## src/rtl/lfsr_cnt_pkg.sv

```systemverilog
package lfsr_cnt_pkg;

    localparam int unsigned LFSR_W = 11;
    localparam logic [LFSR_W-1:0] FB_MASK = 11'h500;

    typedef logic [LFSR_W-1:0] lstate_t;

    localparam lstate_t TERM_STATE = '1;
    localparam lstate_t PARK_STATE = '0;

    typedef enum logic [1:0] {
        ACT_HOLD,
        ACT_LOAD,
        ACT_STEP,
        ACT_WRAP
    } act_e;

    typedef struct packed {
        lstate_t reload;
        lstate_t cur;
    } cnt_regs_t;

endpackage

```

## src/rtl/lfsr_next.sv

```systemverilog
module lfsr_next #(
    parameter int unsigned W = lfsr_cnt_pkg::LFSR_W,
    parameter logic [W-1:0] FB = lfsr_cnt_pkg::FB_MASK
) (
    input  logic [W-1:0] cur_i,
    output logic [W-1:0] nxt_o
);
    logic [W:0] ext;
    assign ext = {1'b0, cur_i};

    for (genvar b = 0; b < W; b++) begin : g_bit
        if (FB[b]) begin : g_tap
            assign nxt_o[b] = ext[b+1] ^ cur_i[0];
        end else begin : g_plain
            assign nxt_o[b] = ext[b+1];
        end
    end
endmodule

```

## src/rtl/lfsr_action.sv

```systemverilog
module lfsr_action #(
    parameter int unsigned W = lfsr_cnt_pkg::LFSR_W
) (
    input  logic                load_i,
    input  logic                tick_i,
    input  logic [W-1:0]        cur_i,
    output lfsr_cnt_pkg::act_e  act_o,
    output logic                term_o
);
    import lfsr_cnt_pkg::*;

    logic at_term;
    logic parked;

    assign at_term = &cur_i;
    assign parked  = ~|cur_i;

    always_comb begin
        if (load_i)
            act_o = ACT_LOAD;
        else if (tick_i && !parked)
            act_o = at_term ? ACT_WRAP : ACT_STEP;
        else
            act_o = ACT_HOLD;
    end

    assign term_o = (act_o == ACT_WRAP);
endmodule

```

## src/rtl/lfsr_period_counter.sv

```systemverilog
module lfsr_period_counter #(
    parameter int unsigned W = lfsr_cnt_pkg::LFSR_W,
    parameter logic [W-1:0] FB = lfsr_cnt_pkg::FB_MASK
) (
    input  logic         clk,
    input  logic         rst,
    input  logic         load_i,
    input  logic [W-1:0] start_i,
    input  logic         tick_i,
    output logic         term_o,
    output logic [W-1:0] state_o
);
    import lfsr_cnt_pkg::*;

    logic [W-1:0] cur_q;
    logic [W-1:0] reload_q;
    logic [W-1:0] stepped;
    act_e         act;

    lfsr_next #(.W(W), .FB(FB)) u_next (
        .cur_i (cur_q),
        .nxt_o (stepped)
    );

    lfsr_action #(.W(W)) u_act (
        .load_i (load_i),
        .tick_i (tick_i),
        .cur_i  (cur_q),
        .act_o  (act),
        .term_o (term_o)
    );

    always_ff @(posedge clk) begin
        if (rst) begin
            cur_q    <= '0;
            reload_q <= '0;
        end else begin
            unique case (act)
                ACT_LOAD: begin
                    cur_q    <= start_i;
                    reload_q <= start_i;
                end
                ACT_STEP: cur_q <= stepped;
                ACT_WRAP: cur_q <= reload_q;
                default:  cur_q <= cur_q;
            endcase
        end
    end

    assign state_o = cur_q;
endmodule

```

## config.mk

```make
export PLATFORM = sky130hd
export DESIGN_NAME = lfsr_period_counter
export DESIGN_NICKNAME = d
export VERILOG_FILES = /design/src/rtl/lfsr_cnt_pkg.sv /design/src/rtl/lfsr_next.sv /design/src/rtl/lfsr_action.sv /design/src/rtl/lfsr_period_counter.sv
export SDC_FILE = /design/constraint.sdc
export NUM_CORES = 1
export LEC_CHECK = 0
export ABC_AREA = 0
export ABC_CLOCK_PERIOD_IN_PS = 2160
export BUFFER_PORTS_ARGS = -buffer_cell sky130_fd_sc_hd__buf_4
export CAP_MARGIN = 20
export CORE_AREA = 2 2 54 56
export CTS_CLUSTER_SIZE = 40
export DETAILED_ROUTE_END_ITERATION = 10
export DIE_AREA = 0 0 56 58
export PLACE_DENSITY_LB_ADDON = 0.15
export SYNTH_ARGS = -nofsm -noshare
export SYNTH_HDL_FRONTEND = slang
export SYNTH_SLANG_ARGS = --single-unit
export TNS_END_PERCENT = 1
```

## constraint.sdc

```tcl
create_clock -name clk -period 2.16 [get_ports clk]
set_clock_uncertainty 0.1 [all_clocks]
set_input_delay 0.108 -clock clk [delete_from_list [all_inputs] [get_ports clk]]
set_output_delay 0.108 -clock clk [all_outputs]
set_load 0.05 [all_outputs]
```

==> flow_metrics.tcl, run 1 <==
set metrics [dict create \
    grt_start_max_net_pins 30 \
    timing.critical_path.buf_inv 1 \
    final_net_count 171 \
    worst-setup-path-type "reg -> out" \
    initialDrtViolationCount 14 \
    startpoint_type "register" \
    ys_ff_latch 22 \
    seq_area_um2 440 \
    number_of_endpoints_with_negative_hold_slack_in_the_final_report 0 \
    vias_in_the_first_global_route 932 \
    numPortBuffers 26 \
    fin_worst_hold_slack_ps 101 \
    worst_path_largest_cell_delay_ps 400 \
    critical_path_arrival_ps 1600 \
    min_path_type "in -> reg" \
    grt_setup_unrepaired "false" \
    cp-end-kind "output pin" \
    hpwl_um 1710 \
    gp_congestion 0.891 \
    power-per-cell-area_nw_per_um2 712 \
    worstPathRequired_ps 1950 \
    post-layout-total-power_mw 1.02 \
    final.period_utilization_pct 83.5 \
    yosys.cell_types.count 29 \
    cts_hold_repair.buffers 12 \
    layout.cells.most_common "buf_4" \
    achievable-frequency_ghz 0.555 \
    antenna_found_initial 0 \
    power_leakage_nw 0.606 \
    wirelength_um 2530 \
    clock_latency_ps 310 \
    cts_htree_levels 1 \
    drt_drc_violations_left 0 \
    layout_min_cycle_time_ps 1800 \
    final-instance-count-excl-fill 186 \
    finalSetupViolations 0 \
    synthToLayoutAreaGrowth_pct 39.1 \
    holdPathStages 3 \
    synth.largest_area_cell "dfxtp_1" \
    synth-warning-count 0 \
    antenna-diode-count 0 \
    post_synth_inst_count 118 \
    placedInstanceArea_um2 1250 \
    cts.path.max_buffers 2 \
    dr_total_vias 998 \
    drt.antenna.violating_nets 0 \
    outcome "complete, no violations" \
    synth_area_um2 1020 \
    worst_path_max_delay_cell "dfxtp_1" \
    coreArea_um2 2660 \
    cts_setup_buffers 0 \
    detail_route.wl_per_cell_um 13.6 \
    synth_top_cell_area_share_pct 43.0 \
    synth.top_cells.by_area "dfxtp_1 (43%), a21oi_1 (7.3%), mux2i_1 (6.8%)" \
    slew_headroom_pct 52.1 \
    fp.dieH_um 58 \
    globalRouteOverflowTotal 0 \
    report.final.slew_viol_count 0 \
    multiInputGateArea_um2 544 \
    top_level_ports 27 \
    start_util_pct 38.5 \
    path_max_fanout 6 \
    viasPerCell 5.37 \
    synthesis.nets 133 \
    ctsRootBufferMaster "clkbuf_4" \
    layout_cells_sized_above_1_pct 24.5 \
    finish.instance_area_um2 1430 \
    cap_viol_max_count 0 \
    tritoncts.num_buffers 3 \
    setup-tns-final_ps 0 \
    cp_cell_sequence "nor4_2, and3_2, nor4_4, buf_4" \
    timing.critical_path.depth 4 \
    cp_top_family "simple AND/OR/NAND/NOR gates" \
    num_rows 19 \
    num-fill-cells 261 \
    worst_pin_slew_ps 715 \
    cts.sinks 22 \
    vdd_drop_max_v 0.000643 \
    cts.reportedPaths.clkPinSlew_ps 120 \
    synth.yosys.seq_area_share_pct 43.0 \
    numPlacedInstances 170 \
    grt_use_total_pct 16.6 \
    grt_pass1_wl_um 4320 \
    layout_common_cells "buf_4 (26), dfxtp_1 (22), a21oi_1 (15), o21ai_0 (13), dlygate4sd3_1 (12)" \
    synth_area_per_cell_um2 8.68 \
    worst-r2r-cell-count 4 \
    dieArea_um2 3250 \
    tritoncts "yes" \
    drt_pre_antenna_iters 4 \
    fp.dieW_um 56 \
    cts_repair_resize_count 0 \
]
-- flip-flops by register name (all words and copies together) (netlist names) --
name	cells
reload_q	11
state_o	11
-- final timing paths --
kind | to | slack [ps] | start
setup / recovery | term_o | 360 | state_o[9]$_SDFFE_PP0P_
hold / removal | state_o[9]$_SDFFE_PP0P_ | 100 | tick_i
setup reg to reg | state_o[7]$_SDFFE_PP0P_ | 410 | state_o[2]$_SDFFE_PP0P_
hold reg to reg | reload_q[5]$_SDFFE_PP0N_ | 360 | reload_q[5]$_SDFFE_PP0N_
-- final cells by class --
class / count / area share [%]
multi-input cells: 82 / 38.2
flip-flops and latches: 22 / 30.9
repair buffers: 38 / 22.1
well taps: 31 / 2.72
inverters: 9 / 2.37
clock inverters: 1 / 2.11
clock buffers: 3 / 1.58
-- synthesized netlist by cell type (all sizes together) --
master	n
buf	3
nand4	2
o21ai	13
a2111oi	1
clkbuf	2
o31ai	5
o211ai	1
a21o	1
and2	1
nor2	7
nand2	9
inv	9
and3	1
a31oi	1
dfxtp	22
and4	4
nor3	2
nor4	4
a221oi	5
a21oi	15
a211oi	1
mux2i	7
nand3	1
xnor2	1
-- tightest hold or removal path, stage by stage --
cell and delay (ps):
buf_4 130, o21ai_0 140, a221oi_1 80
-- stage by stage --
step	utilization (%)	setup slack, ps
5_1_grt	53.5	234
2_1_floorplan	-	244
3_3_place_gp	47.0	406
3_5_place_dp	47.0	416
6_report	53.5	357
4_1_cts	53.5	345
-- logic make-up after synthesis --
kind of cell	Yosys count	share of synthesized area, %
multiplexers	7	6.84
AO/OA/AOI/OAI	43	26.5
buffers and inverters	14	5.37
AND/OR/NAND/NOR	31	17.5
flip-flops	22	43.0
XOR/XNOR	1	0.855
-- where the power goes --
| group | internal, mW | leakage [nW] | switching (mW) |
|---|---|---|---|
| Combinational | 0.0926 | 0.396 | 0.137 |
| Clock | 0.188 | 0.0279 | 0.129 |
| Sequential | 0.435 | 0.182 | 0.0333 |
| Total | 0.716 | 0.606 | 0.299 |
-- metal layers --
layer / GRT usage, % / part of all wire [%] / wire (um)
met3: 5.13 / 3.9 / 98
met5: 0 / 0 / 0
met1: 22.8 / 49 / 1240
met2: 26.2 / 46 / 1170
met4: 3.06 / 0.51 / 13
(Power assumes the default switching activity.)
==> run 2: changes to the inputs <==
--- a/config.mk
+++ b/config.mk
@@ -6,7 +6,7 @@
 export NUM_CORES = 1
 export LEC_CHECK = 0
 export ABC_AREA = 0
-export ABC_CLOCK_PERIOD_IN_PS = 2160
+export ABC_CLOCK_PERIOD_IN_PS = 1500
 export BUFFER_PORTS_ARGS = -buffer_cell sky130_fd_sc_hd__buf_4
 export CAP_MARGIN = 20
 export CORE_AREA = 2 2 54 56
==> constraint.sdc (replaced) <==
create_clock -name clk -period 1.5 [get_ports clk]
set_clock_uncertainty 0.1 [all_clocks]
set_input_delay 0.075 -clock clk [delete_from_list [all_inputs] [get_ports clk]]
set_output_delay 0.075 -clock clk [all_outputs]
set_load 0.05 [all_outputs]
==> flow_metrics.tcl, run 2 (synthesized netlist as in run 1, its figures left out) <==
set metrics [dict create \
    grt_use_total_pct 18.7 \
    vias_in_the_first_global_route 1076 \
    layout.core_utilization_pct 63.7 \
    worst_hold_startpoint "tick_i" \
    antenna-diode-count 0 \
    cts.path.max_buffers 2 \
    finish.instance_area_um2 1700 \
    slew_headroom_pct 57.7 \
    tritoncts.num_buffers 3 \
    report.final.slew_viol_count 0 \
    antenna_found_initial 0 \
    grt_pass1_wl_um 4860 \
    cp-startpoint "state_o[0]$_SDFFE_PP0P_" \
    coreArea_um2 2660 \
    globalRouteOverflowTotal 0 \
    number_of_endpoints_with_negative_hold_slack_in_the_final_report 0 \
    dieArea_um2 3250 \
    drt.antenna.violating_nets 0 \
    outcome "finished, violations left" \
    numPlacedInstances 187 \
    post-layout-total-power_mw 1.42 \
    drt_pre_antenna_iters 4 \
    wirelength_um 2860 \
    cp-end-kind "output pin" \
    grt_setup_unrepaired "true" \
    top_level_ports 27 \
    hpwl_um 2020 \
    vdd_drop_max_v 0.000667 \
    min_path_type "in -> reg" \
    final_critical_path_setup_slack_ps -188 \
    start_util_pct 38.5 \
    viasPerCell 5.34 \
    final-instance-count-excl-fill 209 \
    worst-setup-path-type "reg -> out" \
    finalSetupViolations 5 \
    initialDrtViolationCount 31 \
    grt_start_max_net_pins 30 \
    layout_cells_sized_above_1_pct 42.1 \
    layout_min_cycle_time_ps 1690 \
    power_leakage_nw 0.738 \
    cts.reportedPaths.clkPinSlew_ps 120 \
    clock_latency_ps 290 \
    ctsRootBufferMaster "clkbuf_4" \
    r2r-start "state_o[8]$_SDFFE_PP0P_" \
    cts_htree_levels 1 \
    drt_drc_violations_left 0 \
    path_max_fanout 2 \
    startpoint_type "register" \
    num_rows 19 \
    dr_total_vias 1117 \
    gp_congestion 0.774 \
    achievable-frequency_ghz 0.592 \
    tritoncts "yes" \
    final.period_utilization_pct 113 \
    detail_route.wl_per_cell_um 13.7 \
    cts.sinks 22 \
    layout_common_cells "buf_4 (42), a21oi_1 (15), dlygate4sd3_1 (15), o21ai_0 (11), dfxtp_1 (11)" \
    placedInstanceArea_um2 1420 \
    worst_pin_slew_ps 631 \
    power-per-cell-area_nw_per_um2 836 \
    layout.cells.most_common "buf_4" \
    cap_viol_max_count 0 \
    critical_path_arrival_ps 1510 \
    place_ws_ps -134 \
    failed_checks "setup timing" \
    fp.dieH_um 58 \
    synthToLayoutAreaGrowth_pct 65.6 \
    final_net_count 194 \
    fp.dieW_um 56 \
    numPortBuffers 26 \
    worstPathRequired_ps 1320 \
]
==> run 2: area by class of cell <==
class | count | area, um2
fillers | 235 | 966
multi-input cells | 82 | 598
repair buffers | 61 | 510
flip-flops and latches | 22 | 479
well taps | 31 | 38.8
clock buffers | 4 | 36.3
inverters | 9 | 33.8
==> run 2: what timing repair did <==
action	4_1_cts	5_1_grt
resized for setup	13	1
hold buffers	15	0
endpoints found under the hold margin	20	0
endpoints found under the setup margin	10	12
buffers inserted	3	0
pin swaps	8	1
==> run 2: worst max-delay path, stage by stage (launching register included) <==
cell and delay (ps):
dfxtp_4 380, buf_6 90, and4_1 160, nand4_1 150, nor4_4 250, buf_6 190
==> run 2: per-layer routing <==
| metal | track usage (%) | vias up | part of all wire (%) |
|---|---|---|---|
| li1 | - | 565 | - |
| met1 | 23.9 | 529 | 46 |
| met2 | 33.1 | 19 | 50 |
| met3 | 3.13 | 4 | 2.9 |
| met4 | 4.42 | 0 | 1.0 |
| met5 | 0 | - | 0 |
==> run 2: path summary, 6_finish.rpt <==
path,end,slack (ps),cells after the start
worst max-delay path,term_o,-190,5
worst min register to register,reload_q[6]$_SDFFE_PP0N_,370,2
worst min-delay path,state_o[6]$_SDFFE_PP0P_,110,3
worst max register to register,state_o[7]$_SDFFE_PP0P_,-100,4
==> run 2: per-stage QoR <==
step	hold WS, ps	setup TNS, ps
global placement	223	-146
global route	103	-1880
detailed placement	228	-527
finish	110	-372
CTS	80.4	-466
floorplan	112	-316
==> run 2: power breakdown <==
part	total, mW	internal, mW	switching (mW)	leakage, nW
logic	0.432	0.197	0.234	0.528
registers	0.670	0.627	0.0430	0.189
clock network	0.316	0.148	0.169	0.0210
==> run 3: changes to the inputs <==
--- a/config.mk
+++ b/config.mk
@@ -9,12 +9,13 @@
 export ABC_CLOCK_PERIOD_IN_PS = 1500
 export BUFFER_PORTS_ARGS = -buffer_cell sky130_fd_sc_hd__buf_4
 export CAP_MARGIN = 20
-export CORE_AREA = 2 2 54 56
+export CORE_AREA = 2 2 56 58
 export CTS_CLUSTER_SIZE = 40
 export DETAILED_ROUTE_END_ITERATION = 10
-export DIE_AREA = 0 0 56 58
+export DIE_AREA = 0 0 58 60
 export PLACE_DENSITY_LB_ADDON = 0.15
 export SYNTH_ARGS = -nofsm -noshare
 export SYNTH_HDL_FRONTEND = slang
+export SYNTH_HIERARCHICAL = 1
 export SYNTH_SLANG_ARGS = --single-unit
 export TNS_END_PERCENT = 1
==> flow_metrics.tcl, run 3 <==
set metrics [dict create \
    initialDrtViolationCount 23 \
    ys_ff_latch 22 \
    layout_cells_sized_above_1_pct 49.4 \
    drt_drc_violations_left 0 \
    clock_power_share_pct 18.4 \
    cts.sinks 22 \
    power_leakage_nw 0.767 \
    yosys.cell_types.count 21 \
    final-instance-count-excl-fill 209 \
    synth.top_cells.by_area "dfxtp_1 (39%), mux2i_1 (20%), buf_4 (8.0%)" \
    drt.antenna.violating_nets 0 \
    synth-warning-count 6 \
    cp-end-kind "register" \
    tritoncts.num_buffers 3 \
    setup-tns-final_ps -3620 \
    post-layout-total-power_mw 1.44 \
    synth_edf_count 0 \
    synth_top_cell_area_share_pct 39.3 \
    dr_total_vias 1011 \
    place_ws_ps -205 \
    dieArea_um2 3480 \
    top_level_ports 27 \
    layout.cells.most_common "buf_4" \
    final_net_count 192 \
    pwr-share-seq_pct 46.0 \
    number_of_endpoints_with_negative_hold_slack_in_the_final_report 0 \
    synth_area_per_cell_um2 9.10 \
    detail_route.wl_per_cell_um 13.8 \
    placedInstanceArea_um2 1500 \
    coreArea_um2 2900 \
    min_path_type "in -> reg" \
    final.period_utilization_pct 114 \
    vdd_drop_max_v 0.000565 \
    finalSetupViolations 23 \
    synth.yosys.seq_area_share_pct 39.3 \
    vias_in_the_first_global_route 960 \
    grt_start_max_net_pins 18 \
    grt_pass1_wl_um 4330 \
    cp_top_family "compound AO/OA/AOI/OAI gates" \
    num_rows 20 \
    cts_htree_levels 1 \
    layout_min_cycle_time_ps 1720 \
    grt_use_total_pct 16.3 \
    hpwl_um 2040 \
    post_synth_most_frequent_cells "dfxtp_1 (22), mux2i_1 (22), nand2_1 (22), buf_4 (12)" \
    grt_setup_unrepaired "true" \
    antenna_found_initial 0 \
    switching_share_pct 31.7 \
    worstPathRequired_ps 1570 \
    worst_path_max_delay_cell "dfxtp_4" \
    timing.critical_path.buf_inv 2 \
    report.final.slew_viol_count 0 \
    worst-setup-path-type "reg -> reg" \
    cts.path.max_buffers 2 \
    antenna-diode-count 0 \
    fp.dieH_um 60 \
    synth-main-ff-cell "dfxtp_1" \
    power-per-cell-area_nw_per_um2 791 \
    fin_worst_hold_slack_ps 226 \
    synth.largest_area_cell "dfxtp_1" \
    viasPerCell 4.84 \
    cp_cell_sequence "nor4_4, buf_4, a31oi_4, clkbuf_16, mux2i_1, o22ai_1" \
    gp_congestion 0.821 \
    worst_path_largest_cell_delay_ps 390 \
    achievable-frequency_ghz 0.582 \
    ctsRootBufferMaster "clkbuf_4" \
    power.internal_uw 982 \
    layout_common_cells "buf_4 (48), nand2_1 (22), mux2i_1 (18), dlygate4sd3_1 (12)" \
    final_critical_path_setup_slack_ps -217 \
    comb_power_share_pct 35.6 \
    slew_headroom_pct 71.0 \
    numPlacedInstances 190 \
    worst_pin_slew_ps 435 \
    synthToLayoutAreaGrowth_pct 62.1 \
    cap_viol_max_count 0 \
    path_max_fanout 8 \
    post_synth_inst_count 123 \
    async_flop_share_pct 0 \
    cts.reportedPaths.clkPinSlew_ps 110 \
    critical_path_arrival_ps 1790 \
    numPortBuffers 26 \
    outcome "finished, violations left" \
    finish.instance_area_um2 1820 \
    synthesis.nets 138 \
    clock_latency_ps 300 \
    startpoint_type "register" \
    failed_checks "setup timing" \
    fp.dieW_um 58 \
    tritoncts "yes" \
    globalRouteOverflowTotal 0 \
    start_util_pct 38.6 \
    drt_pre_antenna_iters 4 \
    synth_area_um2 1120 \
    layout.core_utilization_pct 62.5 \
    wirelength_um 2890 \
    netsw_uw 455 \
]
[run 3: changes by cell type after synthesis, moves of 3 or more]
cell	delta
mux2i_1	+15
nand2_1	+13
o21ai_0	-13
buf_4	+12
o22ai_1	+11
nor2_1	-7
inv_1	-6
o31ai_1	-5
a21oi_1	-4
a221oi_1	-4
and4_1	-4
buf_6	+3
[run 3: power groups by stage]
stage	sequential [mW]	clock, mW	combinational [mW]
global placement	0.665	0	0.422
floorplan	0.744	0	0.192
detailed placement	0.666	0	0.427
global route	0.668	0.311	0.544
CTS	0.653	0.274	0.454
finish	0.661	0.264	0.511
[run 3: per-layer routing]
metal / share of wire, % / track usage, % / vias to the layer above
li1: - / - / 528
met1: 46 / 20.9 / 462
met2: 51 / 28.1 / 19
met3: 2.6 / 2.16 / 2
met4: 0.59 / 5.98 / 0
met5: 0 / 0 / -
[run 3: cells by family (layout without fill, tap and decap cells)]
family                    Yosys count  count (layout)  synth area share, %
and+or+nand+nor                    34              34                 14.3
AOI/OAI and AO/OA                  24              24                 13.1
muxes                              22              22                 19.7
DFF                                22              22                 39.3
buffers and inverters              20              73                 12.8
xor gates and xnor gates            1               1                0.782
[run 3: worst reg2reg max path, cell delays in order, from the launching register on]
cell       delay [ps]
dfxtp_4           390
nor4_4             40
buf_4             130
a31oi_4           360
clkbuf_16         260
mux2i_1           210
o22ai_1           110
[run 3: final cells by class]
| type | instances | area [um2] |
|---|---|---|
| tap | 33 | 41.3 |
| multi-input combinational | 81 | 659 |
| clock buffer | 3 | 22.5 |
| fill | 243 | 1090 |
| sequential | 22 | 477 |
| inverter | 2 | 7.51 |
| timing repair buffer | 67 | 604 |
| clock inverter | 1 | 3.75 |
[run 3: worst paths after layout]
kind	start	end	slack [ps]	cells after the start
max	state_o[2]$_SDFFE_PP0P_	state_o[4]$_SDFFE_PP0P_	-220	6
min	load_i	state_o[3]$_SDFFE_PP0P_	230	6
max reg2reg	state_o[2]$_SDFFE_PP0P_	state_o[4]$_SDFFE_PP0P_	-220	6
min reg2reg	reload_q[10]$_SDFFE_PP0N_	reload_q[10]$_SDFFE_PP0N_	360	2
[run 3: repair_timing]
| item | in CTS | in global routing |
|---|---|---|
| hold endpoints to repair | 21 | 11 |
| endpoints found under the setup margin | 23 | 23 |
| resized for setup | 3 | 19 |
| gates cloned | 0 | 2 |
| pin swaps | 3 | 9 |
| setup buffers | 0 | 3 |
| hold buffers | 11 | 1 |
